**config.mk**
```make
export PLATFORM = sky130hd
export DESIGN_NAME = dma_chan_regs
export DESIGN_NICKNAME = d
export VERILOG_FILES = /design/src/rtl/dma_chan_regs.sv
export SDC_FILE = /design/constraint.sdc
export NUM_CORES = 1
export LEC_CHECK = 0
export BUFFER_PORTS_ARGS = -buffer_cell sky130_fd_sc_hd__buf_2
export CAP_MARGIN = 30
export CORE_MARGIN = 4
export CORE_UTILIZATION = 57
export CTS_CLUSTER_SIZE = 30
export DETAILED_ROUTE_END_ITERATION = 8
export PLACE_DENSITY = 0.86
export SLEW_MARGIN = 20
export SYNTH_ARGS = -nofsm -noshare
export SYNTH_HDL_FRONTEND = slang
export SYNTH_SLANG_ARGS = --single-unit
```
**constraint.sdc**
```tcl
create_clock -name clk -period 4.5 [get_ports clk]
set_input_delay 0.9 -clock clk [delete_from_list [all_inputs] [get_ports clk]]
set_output_delay 0.9 -clock clk [all_outputs]
set_load 0.1 [all_outputs]
```
**src/rtl/dma_chan_regs.sv**
```systemverilog
module dma_chan_regs #(
  parameter int ADDR_W = 8
) (
  input  logic              clk,
  input  logic              rst,
  input  logic              reg_wr,
  input  logic [ADDR_W-1:0] reg_addr,
  input  logic [31:0]       reg_wdata,
  output logic [31:0]       reg_rdata,
  input  logic              dev_stb,
  input  logic [7:0]        dev_bits,
  input  logic              done_stb,
  input  logic [15:0]       done_resid,
  output logic [63:0]       cmd_ptr,
  output logic              cond_irq,
  output logic              cond_branch,
  output logic              cond_wait,
  output logic [15:0]       wb_xfer_status,
  output logic [15:0]       wb_resid
);
  localparam logic [ADDR_W-1:0] A_CTL  = ADDR_W'(8'h00);
  localparam logic [ADDR_W-1:0] A_STAT = ADDR_W'(8'h04);
  localparam logic [ADDR_W-1:0] A_PHI  = ADDR_W'(8'h08);
  localparam logic [ADDR_W-1:0] A_PLO  = ADDR_W'(8'h0C);
  localparam logic [ADDR_W-1:0] A_SEL0 = ADDR_W'(8'h10);
  localparam int NSEL = 3;

  logic [15:0] st;
  logic [7:0]  smask [NSEL];
  logic [7:0]  sval  [NSEL];
  logic [NSEL-1:0] cond;

  wire        ctl_we = reg_wr && reg_addr == A_CTL;
  wire [15:0] m      = ctl_we ? reg_wdata[31:16] : 16'h0;
  wire [15:0] hw     = dev_stb ? {8'h0, dev_bits} : 16'h0;

  always_ff @(posedge clk) begin
    if (rst) begin
      st <= '0;
      cmd_ptr <= '0;
      wb_xfer_status <= '0;
      wb_resid <= '0;
    end else begin
      st <= (reg_wdata[15:0] & m) | ((st | hw) & ~m);
      if (reg_wr && reg_addr == A_PHI) cmd_ptr[63:32] <= reg_wdata;
      if (reg_wr && reg_addr == A_PLO) cmd_ptr[31:0]  <= reg_wdata;
      if (done_stb) begin
        wb_xfer_status <= st;
        wb_resid <= done_resid;
      end
    end
  end

  for (genvar i = 0; i < NSEL; i++) begin : g_sel
    localparam logic [ADDR_W-1:0] A = A_SEL0 + ADDR_W'(4 * i);
    always_ff @(posedge clk) begin
      if (rst) begin
        smask[i] <= '0;
        sval[i]  <= '0;
      end else if (reg_wr && reg_addr == A) begin
        smask[i] <= reg_wdata[23:16];
        sval[i]  <= reg_wdata[7:0];
      end
    end
    assign cond[i] = (smask[i] != 8'h0) && ((smask[i] & st[7:0]) == sval[i]);
  end

  assign cond_irq    = cond[0];
  assign cond_branch = cond[1];
  assign cond_wait   = cond[2];

  always_comb begin
    reg_rdata = '0;
    if (reg_addr == A_STAT) reg_rdata = {16'h0, st};
    else if (reg_addr == A_PHI) reg_rdata = cmd_ptr[63:32];
    else if (reg_addr == A_PLO) reg_rdata = cmd_ptr[31:0];
    else
      for (int i = 0; i < NSEL; i++)
        if (reg_addr == A_SEL0 + ADDR_W'(4 * i))
          reg_rdata = {8'h0, smask[i], 8'h0, sval[i]};
  end
endmodule

```
# Word-level counts from Yosys, hierarchy flattened
# Memory sizes are Yosys's and may differ from the RTL's.
# Cells that the tools add are included.
word_totals:
  register_bits: 112
  ram_bits: 48
  inputBits: 69
  out_inout_bits: 131
  wordCells: 68
  memories: 2
mem_list:
  columns: ["name", "words", "width", "rd", "rd_clocked_by_memory_dff", "write_ports", "line", "rtl"]
  rows:
  - ["smask", 3, 8, 3, 0, 3, "29", "logic [7:0] smask [NSEL];"]
  - ["sval", 3, 8, 3, 0, 3, "30", "logic [7:0] sval [NSEL];"]
classes:
  eq_ne: 9
  muxes: 25
  bitwise_logic: 14
  reduce_logical: 13
op_table:
  columns: ["cell", "n"]
  rows:
  - ["$mux 32", 5]
  - ["$mux 8", 7]
  - ["$and 16x16->16", 2]
  - ["$and 8x8->8", 3]
  - ["$eq 8x5->1 const B", 3]
  - ["$eq 8x8->1", 3]
  - ["$mux 24", 1]
  - ["$reduce_bool 8->1", 3]
  - ["$eq 8x4->1 const B", 2]
  - ["$mux 16", 1]
  - ["$not 16->16", 1]
  - ["$or 16x16->16", 1]
  - ["$or 16x8->16", 1]
  - ["$mux 1", 11]
  - ["$logic_and 1x1->1", 9]
  - ["$eq 8x3->1 const B", 1]
  - ["$logic_not 8->1", 1]
  - ["$or 1x1->1", 6]

# Depth between registers and ports, before layout
# Gate-level depths: netlist of run 1.
logic_depth:
  depth_word: 7
  mapped_depth: 7
  mapped_depth_nobuf: 4

# Worst setup path after synthesis of run 1
# No wires, ideal clock.
synth_timing:
  path_kind: "input-to-output"
  from: "in reg_addr[5]"
  to: "out reg_rdata[2]"
  arrival_time_ns: 4.726
  t_required_ns: 3.600
  path_slack_ns: -1.126
  path_stages: 4
  path_buffers: 1
  path_cell_list: "or3_1 -> clkbuf_1 -> or2_2 -> nor4_1"
synth_via:
  elab_chain_len: 7
  word_cells_on_any_way: 12
  classes_between: "eq/ne: 6; mux: 6"
synth_lines:
  columns: ["item", "line", "rtl"]
  rows:
  - ["from (decl)", "7", "input logic [ADDR_W-1:0] reg_addr,"]
  - ["$eq 8x5->1", "79", "if (reg_addr == A_SEL0 + ADDR_W'(4 * i))"]
  - ["$mux 24", "79", null]
  - ["$mux 32 (2 in series)", "79", null]
  - ["$mux 32", "76", "else if (reg_addr == A_PLO) reg_rdata = cmd_ptr[31:0];"]
  - ["$mux 32", "75", "else if (reg_addr == A_PHI) reg_rdata = cmd_ptr[63:32];"]
  - ["$mux 32 (*)", "74", "if (reg_addr == A_STAT) reg_rdata = {16'h0, st};"]
  - ["to (decl)", "9", "output logic [31:0] reg_rdata,"]
# Mark *: on every way between the ends. The rest lies on a longest branch, timed or not.

# Worst setup path after layout of run 1
layout_timing:
  from: "in reg_addr[3]"
  to: "out reg_rdata[18]"
# Same word-level chain as after synthesis.

==> results of run 1 <==
[cells in the final DEF, fill, tap and decap left out, types with 7 or more instances in the layout]
cell type  count
a21boi_0       7
a21oi_1       84
a221oi_1      18
a222oi_1       8
a22o_1         8
a22oi_1        7
a311oi_1       8
and2_1        32
buf_12        30
buf_2        169
buf_4         21
clkbuf_16     18
dfxtp_1      112
edfxtp_1      48
inv_1         25
mux2i_1       40
nand2_1      164
nand3_1       12
nand4_1       11
nor2_1        43
nor3_1        10
nor4_1        21
o21ai_0       21
o22ai_1        7
xnor2_1        9
xor2_1        15
[area by class of cell]
class	count	area [um^2]	share of cell area [%]
tap	172	215	2.25
timing repair buffer	221	1620	16.9
clock buffer	24	533	5.57
multi-input combinational	578	3380	35.3
sequential	160	3680	38.5
clock inverter	7	46.3	0.484
inverter	25	93.8	0.981
[power by group through the flow]
stage | clock (mW) | combinational (mW) | sequential [mW]
6_report | 1.40 | 0.351 | 1.57
5_1_grt | 1.47 | 0.370 | 1.57
4_1_cts | 1.40 | 0.346 | 1.57
3_5_place_dp | 0 | 0.343 | 1.60
3_3_place_gp | 0 | 0.339 | 1.60
2_1_floorplan | 0 | 0.148 | 1.66
[worst paths after layout]
kind	startpoint	endpoint	slack [ps]
worst max-delay path	reg_addr[3]	reg_rdata[18]	420
worst min-delay path	cmd_ptr[44]	cmd_ptr[44]	470
worst max register to register	st[7]	st[7]	3450
worst min register to register	cmd_ptr[44]	cmd_ptr[44]	470
[registers in the layout, indices dropped and copies added (netlist names), named ones only]
signal,cells
st,8
cmd_ptr,64
wb_resid,16
smask,24
sval,24
wb_xfer_status,16
[per-stage QoR]
step	setup slack (ps)	setup TNS [ps]	std cells	instance area [um^2]	power, mW
CTS	486	0	1186	9550	3.31
global placement	570	0	1155	8970	1.93
global route	295	0	1187	9560	3.41
detailed placement	516	0	1155	8970	1.94
finish	416	0	1187	9560	3.32
floorplan	-1130	-7660	823	7410	1.81
[kinds of logic (layout without fill, tap and decap cells)]
| family | count (synthesis) | in the layout | share of synthesized area, % |
|---|---|---|---|
| AND/OR/NAND/NOR | 323 | 323 | 20.6 |
| multiplexers | 41 | 41 | 5.55 |
| AO/OA/AOI/OAI | 190 | 190 | 16.3 |
| XOR/XNOR | 24 | 24 | 2.84 |
| flip-flops | 160 | 160 | 49.7 |
| buffers and inverters | 85 | 277 | 4.96 |
[routing by layer]
metal  track usage, %  part of all wire [%]  up-vias
li1                 -                     -     3285
met1             43.5                    35     3460
met2             54.7                    48      528
met3             10.6                    13       98
met4             13.2                   4.0        2
met5                0                 0.048        -
[critical path, cell delays in order]
cell,delay (ps)
buf_2,240
or4b_1,620
nor2_1,490
a22oi_1,130
a221oi_1,550
buf_12,250
==> impl_results.md, run 1 <==
* Initial antenna violation count at 1
* Sequential power share at a little under half
* Postcts setup bufs at 0
* Dpl hpwl at ~18000 um
* Kind of critical path: in -> out
* FF+latch count, synth at 160
* H-Tree Level Count at 4
* Hold Crit Depth at 2
* Detailed-route via count at approximately 7400
* Crit path time final at between 4000 and 5000 ps
* Post-Syn Nets at 892
* Crit end category: output pin
* Gate power share at around a tenth
* Static Leak at between 3 and 4 nW
* Final core utilization at 75.5%
* Clock Path Buffers at 2
* Clock buffer count from CTS at 17
* Leading area contributor after synthesis: dfxtp_1
* Final setup violation count at 0
* Area grow syn2layout at 29.0%
* Global route total overflow at 0
* Detail Route Antenna Nets at 0
* FMAX at 0.245 GHz
* Final hold slack at about 470 ps
* Final-layout fill cell count at 896
* Share of post-route cells with drive strength above 1 at a little over a quarter
* Post-synth top area share at a little under a third
* Worst min path class: reg -> reg
* CTS sink cnt at 160
* Clock Latency Late Sink at 430 ps
* Final Skew at about 6.3 ps
* Fin. Hold Viols at 0
* Psw at ~0.87 mW
* Final wirelength at 25100 um
* Placer Congestion at roughly 1
* Yosys cell types at 46
* Main synth FF type: dfxtp_1
* Wire per inst at between 20 and 25 um
* Required time worst endpoint at 3600 ps
* Crit start category: input port
* Worst-Margin Slew at between 900 and 1000 ps
* First-pass DRT Iterations at 5
* Peak VDD IR at 362 uV
* Number of vias per cell at around 6.2
* Outcome: finished, final reports clean
* RSZ-0062 raised after global routing: false
* Slew headroom at 36.9%
* Commonest cells in the netlist: nand2_1 (164), dfxtp_1 (112), a21oi_1 (84), edfxtp_1 (48), nor2_1 (43)
* Arrival time at the worst endpoint at 3180 ps
* Largest net degree at the start of global routing at between 70 and 80
* DR iter-0 viols at between 900 and 1000
* IO Pins at 200
* Core area at 12700 um^2
* Root Buffer: clkbuf_16
* CTS Hold Bufs at 0
* Post-Syn Area per Cell at between 9 and 10 um^2
* Max Slew Vio Count at 0
* First-pass GRT wire length at ~39000 um
* Initial Util at around three fifths
* Final worst-path cycle share at roughly 91%
* Cell Pwr Density at approximately 350 nW/um^2
* Syn Inst Count at 823
* Die X at ~120 um
* Number of synthesized flops with an enable pin at 48
* Num rows at 41
* Total GRT Usage at about a third
* Post_cts resized at 0
* Sequential cell area fraction in the yosys report at around half
* Cell Int Power at 2.44 mW
* Switching Fraction at 26.3%
* Path depth of the worst reg2reg path at 2
* Post-layout net count at about 1100
* Ys Warns at 0
* CP max FO at 24
* CTS tree: built
* Ant. Diodes at 0
* Count leader, synth: nand2_1
* Asr flop ratio synth at 0%
* Drc violations at 0
* Clock slew at reported path FFs at approximately 60 ps
* Synth top area cells: dfxtp_1 (30%), edfxtp_1 (19%), nand2_1 (8.3%), a21oi_1 (5.7%), mux2i_1 (5.4%)
* Die Y-Extent at 122 um
* Max_cap viols at 0
* DIE AREA at around 15000 um^2
* Post-Syn Area at 7410 um^2
* Vias in the first global route at about 6800
* IO Port Bufs at 199
* Clock Power Share at between 40% and 50%
Power figures use the tool's default switching activity.
==> run 2, diff against run 1 <==
==> constraint.sdc (replaced) <==
create_clock -name clk -period 4.5 [get_ports clk]
set_input_delay 0.45 -clock clk [delete_from_list [all_inputs] [get_ports clk]]
set_output_delay 0.45 -clock clk [all_outputs]
set_load 0.1 [all_outputs]
==> impl_results.md, run 2 (synthesis results as in run 1) <==
* Max_cap viols at 0
* Vias in the first global route at 6815
* Crit path time final at between 3000 and 4000 ps
* IO Port Bufs at 199
* Largest net degree at the start of global routing at 84
* Fin. Hold Viols at 0
* Crit start category: input port
* Arrival time at the worst endpoint at between 2000 and 3000 ps
* Clock buffer count from CTS at 17
* Final setup violation count at 0
* Cell Pwr Density at around 370 nW/um^2
* Max reg flops at 64
* Postcts setup bufs at 0
* DR iter-0 viols at roughly 940
* Clock slew at reported path FFs at approximately 60 ps
* Clock Path Buffers at 2
* Share of post-route cells with drive strength above 1 at 25.5%
* Top Registers: cmd_ptr: 64 flops, smask: 24 flops, sval: 24 flops
* FMAX at roughly 0.3 GHz
* Reg with most FFs: cmd_ptr
* Total power at 3.34 mW
* Die X at around 120 um
* Wire per inst at 20.6 um
* Drc violations at 0
* CP max FO at 22
* Pre-CTS WS at roughly 1200 ps
* H-Tree Level Count at 4
* Global route total overflow at 0
* Worst-Margin Slew at 951 ps
* Clock Latency Late Sink at approximately 430 ps
* Detail Route Antenna Nets at 0
* Detailed-route via count at between 7000 and 8000
* CTS Hold Bufs at 0
* Total GRT Usage at 32.6%
* Post_cts resized at 0
* Initial Util at 58.5%
* RSZ-0062 raised after global routing: false
* CTS tree: built
* Final worst setup slack at between 1000 and 1500 ps
* Final worst-path cycle share at approximately three quarters
* Commonest non-fill, non-tap cell in the layout: buf_2
* Final core utilization at a little under three quarters
* Core area at ~13000 um^2
* First-pass DRT Iterations at 7
* Required time worst endpoint at approximately 4000 ps
* Final wirelength at around 24000 um
* Initial antenna violation count at 3
* Slew headroom at 36.6%
* Final hold slack at around 250 ps
* Outcome: finished, final reports clean
* Dpl hpwl at between 15000 and 20000 um
* Commonest cells after routing, fill and taps aside: buf_2 (198), nand2_1 (164), dfxtp_1 (112)
* Crit end category: output pin
* Number of vias per cell at ~6
* DIE AREA at about 15000 um^2
* Post-layout net count at around 1100
* IO Pins at 200
* Worst min path class: in -> reg
* CTS sink cnt at 160
* Die Y-Extent at roughly 120 um
* Kind of critical path: in -> out
* Max Slew Vio Count at 0
* Area grow syn2layout at 22.5%
* Peak VDD IR at approximately 260 uV
* Final Skew at 9.52 ps
* Root Buffer: clkbuf_16
* Ant. Diodes at 0
* Num rows at just over 40
* Static Leak at about 3.8 nW
* Placer Congestion at roughly 0.97
* First-pass GRT wire length at approximately 37000 um
[run 2: worst paths after layout]
| check | cells past startpoint | slack, ps | endpoint | startpoint |
|---|---|---|---|---|
| worst max-delay path | 8 | 1160 | reg_rdata[15] | reg_addr[2] |
| worst min register to register | 2 | 470 | cmd_ptr[0] | cmd_ptr[0] |
| worst max register to register | 2 | 3470 | st[2] | st[2] |
| worst min-delay path | 3 | 250 | wb_resid[4] | done_resid[4] |
[run 2: layer usage]
layer,up-vias,track usage (%),share of wire (%)
li1,3266,-,-
met5,-,0,0.16
met2,545,52.2,47
met1,3348,41.1,36
met4,6,12.2,3.6
met3,93,11.1,13
[run 2: layout make-up]
| type | count | area [um^2] |
|---|---|---|
| inverter | 25 | 93.8 |
| sequential | 160 | 3680 |
| fill | 976 | 3590 |
| timing repair buffer | 216 | 1130 |
| tap | 172 | 215 |
| clock buffer | 22 | 468 |
| clock inverter | 10 | 109 |
| multi-input combinational | 578 | 3380 |
[run 2: per-stage QoR]
| step | instances | instance area, um^2 | TNS (ps) |
|---|---|---|---|
| detailed placement | 1150 | 8490 | 0 |
| global placement | 1150 | 8490 | 0 |
| floorplan | 823 | 7410 | -453 |
| finish | 1183 | 9080 | 0 |
| CTS | 1182 | 9060 | 0 |
| global route | 1183 | 9080 | 0 |
[run 2: critical path: stages]
cell	delay, ps
buf_2	170
buf_4	250
or4b_1	940
nor2_1	210
buf_4	250
a222oi_1	120
inv_1	80
buf_2	420
[run 2: power breakdown]
part	switching, mW	internal, mW
combinational	0.252	0.0920
clock	0.576	0.850
sequential	0.0447	1.52
total	0.872	2.47
